===== src/rtl/hpsel_pkg.sv =====
package hpsel_pkg;

  localparam int NGRP = 3;
  localparam int PRIO_MAXW = 16;

  typedef enum logic [1:0] {
    GRP_G0   = 2'd0,
    GRP_G1S  = 2'd1,
    GRP_G1NS = 2'd2,
    GRP_NONE = 2'd3
  } grp_t;

  // Is the group of this interrupt switched on globally?
  function automatic logic grp_on(input logic [1:0] grp, input logic [NGRP-1:0] en);
    logic r;
    case (grp)
      GRP_G0:   r = en[0];
      GRP_G1S:  r = en[1];
      GRP_G1NS: r = en[2];
      default:  r = 1'b0;
    endcase
    return r;
  endfunction

  // Candidate test for one interrupt.
  function automatic logic is_cand(input logic pend, input logic en, input logic act,
                                   input logic [1:0] grp, input logic [NGRP-1:0] gen);
    return pend & en & ~act & grp_on(grp, gen);
  endfunction

  // Left operand (lower IDs) wins on equal priority.
  function automatic logic left_wins(input logic lv, input logic rv,
                                     input logic [PRIO_MAXW-1:0] lp,
                                     input logic [PRIO_MAXW-1:0] rp);
    return lv & (~rv | (lp <= rp));
  endfunction

  // One-of-N eligibility for a single group.
  function automatic logic elig_one(input logic sleep, input logic gen, input logic dis);
    return ~sleep & gen & ~dis;
  endfunction

endpackage


===== src/rtl/hpsel_qual.sv =====
module hpsel_qual
  import hpsel_pkg::*;
#(
  parameter int NUM_IRQ = 32
) (
  input  logic [NUM_IRQ-1:0]   pend,
  input  logic [NUM_IRQ-1:0]   en,
  input  logic [NUM_IRQ-1:0]   act,
  input  logic [2*NUM_IRQ-1:0] grp,
  input  logic [NGRP-1:0]      gen,
  output logic [NUM_IRQ-1:0]   cand
);

  for (genvar i = 0; i < NUM_IRQ; i++) begin : g_q
    assign cand[i] = is_cand(pend[i], en[i], act[i], grp[2*i +: 2], gen);
  end

endmodule


===== src/rtl/hpsel_tree.sv =====
module hpsel_tree
  import hpsel_pkg::*;
#(
  parameter int NUM_IRQ = 32,
  parameter int PRIO_W  = 8,
  parameter int ID_W    = (NUM_IRQ > 1) ? $clog2(NUM_IRQ) : 1
) (
  input  logic [NUM_IRQ-1:0]        cand,
  input  logic [NUM_IRQ*PRIO_W-1:0] prio,
  input  logic [2*NUM_IRQ-1:0]      grp,
  output logic                      w_vld,
  output logic [ID_W-1:0]           w_id,
  output logic [PRIO_W-1:0]         w_prio,
  output logic [1:0]                w_grp
);

  localparam int LVL    = (NUM_IRQ > 1) ? $clog2(NUM_IRQ) : 1;
  localparam int LEAVES = 1 << LVL;
  localparam int NODES  = 2 * LEAVES;

  // Heap-indexed node storage: node 1 is the root, leaves at LEAVES..NODES-1.
  logic              nv [NODES];
  logic [PRIO_W-1:0] np [NODES];
  logic [ID_W-1:0]   ni [NODES];
  logic [1:0]        ng [NODES];

  assign nv[0] = 1'b0;
  assign np[0] = '1;
  assign ni[0] = '0;
  assign ng[0] = '0;

  for (genvar l = 0; l < LEAVES; l++) begin : g_leaf
    if (l < NUM_IRQ) begin : g_real
      assign nv[LEAVES+l] = cand[l];
      assign np[LEAVES+l] = prio[l*PRIO_W +: PRIO_W];
      assign ni[LEAVES+l] = ID_W'(l);
      assign ng[LEAVES+l] = grp[2*l +: 2];
    end else begin : g_pad
      assign nv[LEAVES+l] = 1'b0;
      assign np[LEAVES+l] = '1;
      assign ni[LEAVES+l] = '0;
      assign ng[LEAVES+l] = '0;
    end
  end

  for (genvar n = 1; n < LEAVES; n++) begin : g_node
    logic take_l;
    assign take_l = left_wins(nv[2*n], nv[2*n+1],
                              PRIO_MAXW'(np[2*n]), PRIO_MAXW'(np[2*n+1]));
    assign nv[n] = nv[2*n] | nv[2*n+1];
    assign np[n] = take_l ? np[2*n] : np[2*n+1];
    assign ni[n] = take_l ? ni[2*n] : ni[2*n+1];
    assign ng[n] = take_l ? ng[2*n] : ng[2*n+1];
  end

  assign w_vld  = nv[1];
  assign w_id   = nv[1] ? ni[1] : '0;
  assign w_prio = nv[1] ? np[1] : '1;
  assign w_grp  = nv[1] ? ng[1] : '0;

endmodule


===== src/rtl/hpsel_elig.sv =====
module hpsel_elig
  import hpsel_pkg::*;
(
  input  logic            sleep,
  input  logic [NGRP-1:0] gen,
  input  logic [NGRP-1:0] dis,
  output logic [NGRP-1:0] elig
);

  for (genvar g = 0; g < NGRP; g++) begin : g_e
    assign elig[g] = elig_one(sleep, gen[g], dis[g]);
  end

endmodule


===== src/rtl/hpsel_top.sv =====
module hpsel_top
  import hpsel_pkg::*;
#(
  parameter int NUM_IRQ = 32,
  parameter int PRIO_W  = 8,
  parameter int ID_W    = (NUM_IRQ > 1) ? $clog2(NUM_IRQ) : 1
) (
  input  logic                      clk,
  input  logic                      rst_n,
  input  logic [NUM_IRQ-1:0]        irq_pend,
  input  logic [NUM_IRQ-1:0]        irq_en,
  input  logic [NUM_IRQ-1:0]        irq_act,
  input  logic [NUM_IRQ*PRIO_W-1:0] irq_prio,
  input  logic [2*NUM_IRQ-1:0]      irq_grp,
  input  logic [2:0]                grp_en,
  input  logic                      pe_sleep,
  input  logic [2:0]                grp_dis,
  output logic                      hp_valid,
  output logic [ID_W-1:0]           hp_id,
  output logic [PRIO_W-1:0]         hp_prio,
  output logic [1:0]                hp_grp,
  output logic [2:0]                dist_elig
);

  // Named internal events, visible to the bound checker.
  logic [NUM_IRQ-1:0] cand_vec;
  logic               sel_vld;
  logic [ID_W-1:0]    sel_id;
  logic [PRIO_W-1:0]  sel_prio;
  logic [1:0]         sel_grp;
  logic [NGRP-1:0]    elig_nxt;

  hpsel_qual #(.NUM_IRQ(NUM_IRQ)) u_qual (
    .pend (irq_pend),
    .en   (irq_en),
    .act  (irq_act),
    .grp  (irq_grp),
    .gen  (grp_en),
    .cand (cand_vec)
  );

  hpsel_tree #(.NUM_IRQ(NUM_IRQ), .PRIO_W(PRIO_W), .ID_W(ID_W)) u_tree (
    .cand   (cand_vec),
    .prio   (irq_prio),
    .grp    (irq_grp),
    .w_vld  (sel_vld),
    .w_id   (sel_id),
    .w_prio (sel_prio),
    .w_grp  (sel_grp)
  );

  hpsel_elig u_elig (
    .sleep (pe_sleep),
    .gen   (grp_en),
    .dis   (grp_dis),
    .elig  (elig_nxt)
  );

  always_ff @(posedge clk or negedge rst_n) begin
    if (!rst_n) begin
      hp_valid  <= 1'b0;
      hp_id     <= '0;
      hp_prio   <= '1;
      hp_grp    <= '0;
      dist_elig <= '0;
    end else begin
      hp_valid  <= sel_vld;
      hp_id     <= sel_id;
      hp_prio   <= sel_prio;
      hp_grp    <= sel_grp;
      dist_elig <= elig_nxt;
    end
  end

endmodule


===== config.mk =====
export PLATFORM = sky130hd
export DESIGN_NAME = hpsel_top
export DESIGN_NICKNAME = d
export VERILOG_FILES = /design/src/rtl/hpsel_pkg.sv /design/src/rtl/hpsel_qual.sv /design/src/rtl/hpsel_tree.sv /design/src/rtl/hpsel_elig.sv /design/src/rtl/hpsel_top.sv
export SDC_FILE = /design/constraint.sdc
export NUM_CORES = 1
export LEC_CHECK = 0
export BUFFER_PORTS_ARGS = -buffer_cell sky130_fd_sc_hd__clkbuf_2
export CORE_ASPECT_RATIO = 0.5
export CORE_MARGIN = 2
export CORE_UTILIZATION = 45
export CTS_CLUSTER_SIZE = 12
export DETAILED_ROUTE_END_ITERATION = 10
export PLACE_DENSITY = 0.79
export SYNTH_ARGS = -nofsm -noshare
export SYNTH_HDL_FRONTEND = slang
export SYNTH_HIERARCHICAL = 1
export SYNTH_SLANG_ARGS = --single-unit

===== constraint.sdc =====
create_clock -name clk -period 0.9 [get_ports clk]
set_input_delay 0.27 -clock clk [delete_from_list [all_inputs] [get_ports clk]]
set_output_delay 0.27 -clock clk [all_outputs]
set_load 0.02 [all_outputs]

==> results of run 1 <==
stage by stage:
| stage | hold slack [ns] | instance area [um2] |
|---|---|---|
| after floorplan | -0.0256 | 12500 |
| after global placement | 0.220 | 19400 |
| after detailed placement | 0.226 | 19400 |
| after CTS | -0.0463 | 21100 |
per-layer routing:
layer	overflow	GRT usage [%]
met3	0	62.1
met5	0	42.1
met2	2	88.5
met1	0	71.2
met4	1	67.6
cells by family after synthesis:
kind of cell | after synthesis | synth area share, %
fa+ha+maj | 242 | 24.9
simple gates | 462 | 20.2
flops | 19 | 4.00
mux | 208 | 17.7
compound gates | 465 | 24.1
buf+inv | 277 | 9.00
xor+xnor | 1 | 0.0721
what timing repair did:
action | CTS
buffers inserted | 82
gates cloned | 2
gates resized for setup | 215
setup endpoints to repair | 35
pin swaps | 103
hold endpoints to repair | 5
==> results.yml, run 1 <==
clock_network:
  cts.sink_count: 19
  numCtsBuffers: 3
  clockRootBuffer: "clkbuf_16"
  cts_buffer_depth: 2
  htreeDepth: 1
timing:
  worst_endpoint_kind: "register input"
  grt-worst-endpoint: "hp_prio[3]$_DFF_PN1_/D"
floorplanning:
  start_util_pct: 45.9
  fp.dieW_um: 236
  io_pins: 444
  fp-row-count: 42
  die_h_um: 120
logic_synthesis:
  synth-async-reset-ratio_pct: 100
  synth_cell_types: 72
  synth_ff_type: "dfrtp_1"
  yosysSeqAreaShare_pct: 4.00
  netlist_instances: 1674
  synth_area_leaders: "ha_1, mux2i_1, inv_1"
  netlist_top_cells_count: "ha_1, inv_1, mux2i_1"
  avgSynthCellArea_um2: 7.26
  synth_edf_count: 0
  ys_warn_count: 6
  syn_nets: 2340
  netlist_area_um2: 12200
  yosys.area.top_type: "ha_1"
  ys_ff_latch: 19
  synth.most_common_cell: "ha_1"
  synth_top_area_share_pct: 24.8
global_route:
  grt_max_degree: 16
  overflow: 3
  grtUsageTotal_pct: 72.6
status:
  lastStage: "5_1_grt"
  outcome: "aborted with a tool error"
  error_message: "[ERROR GRT-0232] Routing congestion too high. Check the congestion heatmap in the GUI."
placement:
  dpl_worst_slack_ns: -8.20
  dp_cells: 3027
  io_buffers: 443
  dp.final_hpwl_um: 43300
  place_congestion: 1.03
==> run 2, diff against run 1 <==
CORE_ASPECT_RATIO = unset   (was 0.5)
CORE_UTILIZATION = 30   (was 45)
CTS_CLUSTER_SIZE = unset   (was 12)
PLACE_DENSITY = unset   (was 0.79)
PLACE_DENSITY_LB_ADDON = 0.15   (was unset)
==> results.yml, run 2 <==
status:
  outcome: "finished with violations"
  failed_checks: "negative setup slack"
logic_synthesis:
  yosys.area.top_type: "ha_1"
  synth_ff_type: "dfrtp_1"
  synth_cell_types: 72
  synth_top_area_share_pct: 24.8
  synth_edf_count: 0
  synth-async-reset-ratio_pct: 100
  netlist_instances: 1674
  netlist_area_um2: 12200
  avgSynthCellArea_um2: 7.26
  synth_area_leaders: "ha_1, mux2i_1, inv_1"
  synth.most_common_cell: "ha_1"
  ys_warn_count: 6
  syn_nets: 2340
  yosysSeqAreaShare_pct: 4.00
  netlist_top_cells_count: "ha_1, inv_1, mux2i_1"
  ys_ff_latch: 19
placement:
  dp_cells: 3269
  place_congestion: 0.936
  io_buffers: 443
  place_area_um2: 20200
  dp.final_hpwl_um: 45100
routing:
  drtIter0Drc: 572
  viasPerCell: 4.87
  drt_pass1_iterations: 5
  finalWirelength_um: 52400
  drc: 0
  avgRoutedWirePerCell_um: 15.6
  ant_nets: 0
  vias: 16400
setup_path:
  cpPeakStageDelay_ns: 0.33
  crit_slowest_cell: "mux2_4"
  critPathKind: "input pin to flop"
  worst_setup_path_start_kind: "input pin"
  required_ns: 1.08
  cp-endpoint: "hp_prio[7]"
  worstPathArrival_ns: 8.60
  crit_start: "irq_prio[105]"
  cp_max_fo: 8
  crit_path_end_kind: "flop"
power:
  power.density_nw_per_um2: 792
  p_sw_mw: 7.71
  power_frac_clock_pct: 5.3
  p_comb_share_pct: 86.0
  swShare_pct: 43.3
  leakagePower_nw: 12.2
  intPower_mw: 10.1
  peakVddDrop_v: 0.000704
  p_seq_share_pct: 8.7
floorplanning:
  die_h_um: 205
  io_pins: 444
  core_area_um2: 39800
  start_util_pct: 30.5
  dieArea_um2: 42100
  fp-row-count: 73
  fp.dieW_um: 205
global_route:
  grtUsageTotal_pct: 23.3
  overflow: 0
  grt_pass1_wl_um: 79800
  antenna_found_initial: 0
  grt_max_degree: 16
  grt_pass1_vias: 16800
job:
  drv_cap: 0
clock_network:
  cts_tree: "done"
  clockRootBuffer: "clkbuf_16"
  clk_pin_slew_worst_paths_ns: 0.06
  numCtsBuffers: 3
  cts.sink_count: 19
  cts_buffer_depth: 2
  htreeDepth: 1
cells_and_area:
  fin_nets: 3509
  mostFrequentLayoutCells: "buf_4, clkbuf_2, inv_1"
  final_cells: 3367
  design_area_um2: 22500
  n_antenna_cell: 0
  final_common_cell: "buf_4"
  regMostFlops: "hp_prio"
  final_layout_size_suffix_gt1_share_pct: 52.2
  largest_register_ff_count: 8
  largestRegisters: "hp_prio (8), hp_id (5), dist_elig (3)"
  area_growth_pct: 85.0
timing:
  tns_ns: -117.69
  setup_slack_ns: -7.52
  slew_headroom_pct: 67.2
  hold_violations: 0
  rsz0062_at_grt: "yes"
  period_needed_ns: 8.42
  max_clock_freq_ghz: 0.119
  fin_crit_sh_pct: 935
  setup_viol: 35
  worstMarginPinSlew_ns: 0.486
  finalMaxSlewViolations: 0
hold_path:
  min_path_type: "input pin to asynchronous set/reset pin"
run 2: cell counts after synthesis:
Identical to the previous run, type by type.
run 2: power by group through the flow:
stage          logic (mW)  clock network [mW]  registers [mW]
2_1_floorplan        5.91                   0            1.80
6_report             15.3               0.941            1.55
4_1_cts              14.3               0.959            1.48
5_1_grt              16.7               0.997            1.58
3_5_place_dp         12.7                   0            1.44
3_3_place_gp         12.5                   0            1.45
run 2: layer usage:
metal	share of wire, %	wire, um	up-vias	track usage (%)
li1	-	-	8465	-
met1	42	21900	7474	26.8
met2	51	26900	391	44.4
met3	3.8	2010	78	2.47
met4	2.9	1500	0	7.66
met5	0	0	-	0
run 2: critical path, delay by kind of cell:
kind	cells	cell delay, ns
buffers and inverters	9	1.05
muxes	3	0.93
adders and majority gates	5	1.28
and+or+nand+nor	11	1.59
AOI/OAI and AO/OA	22	3.45
run 2: layout make-up:
type / instances / area, um2
inverter: 229 / 872
fill: 3714 / 17300
clock inverter: 1 / 7.51
sequential: 19 / 485
clock buffer: 3 / 75.1
timing repair buffer: 1211 / 8480
multi-input combinational: 1379 / 11900
tap: 525 / 657
run 2: through the flow:
step	util (%)	setup slack [ns]	total power, mW	hold WS [ns]
2_1_floorplan	-	-7.69	7.71	-0.0256
4_1_cts	54.2	-7.50	16.7	0.162
3_5_place_dp	50.7	-8.54	14.2	0.198
5_1_grt	56.4	-8.03	19.3	0.162
3_3_place_gp	50.7	-8.47	13.9	0.195
6_report	56.4	-7.52	17.8	0.150
run 2: what timing repair did:
action	CTS	global route
endpoints found under the hold margin	4	0
cloned	0	2
pin swaps	91	91
hold buffers	1	0
setup buffers	64	28
resized for setup	167	175
endpoints found under the setup margin	35	39
run 2: how the worst min path moves through the flow:
stage          slack [ns]       start      endpoint
2_1_floorplan       -0.03       rst_n  dist_elig[0]
3_3_place_gp         0.19       rst_n  dist_elig[1]
3_5_place_dp         0.20       rst_n  dist_elig[1]
4_1_cts              0.16       rst_n  dist_elig[2]
5_1_grt              0.16  grp_dis[2]  dist_elig[2]
6_report             0.15       rst_n  dist_elig[2]
run 2: cells by family after synthesis:
group                      share of synthesized area (%)
xor gates and xnor gates                          0.0721
adders and majority gates                           24.9
DFF                                                 4.00
muxes                                               17.7
and+or+nand+nor                                     20.2
buffers and inverters                               9.00
AOI/OAI and AO/OA                                   24.1
Power figures use the tool's default switching activity.
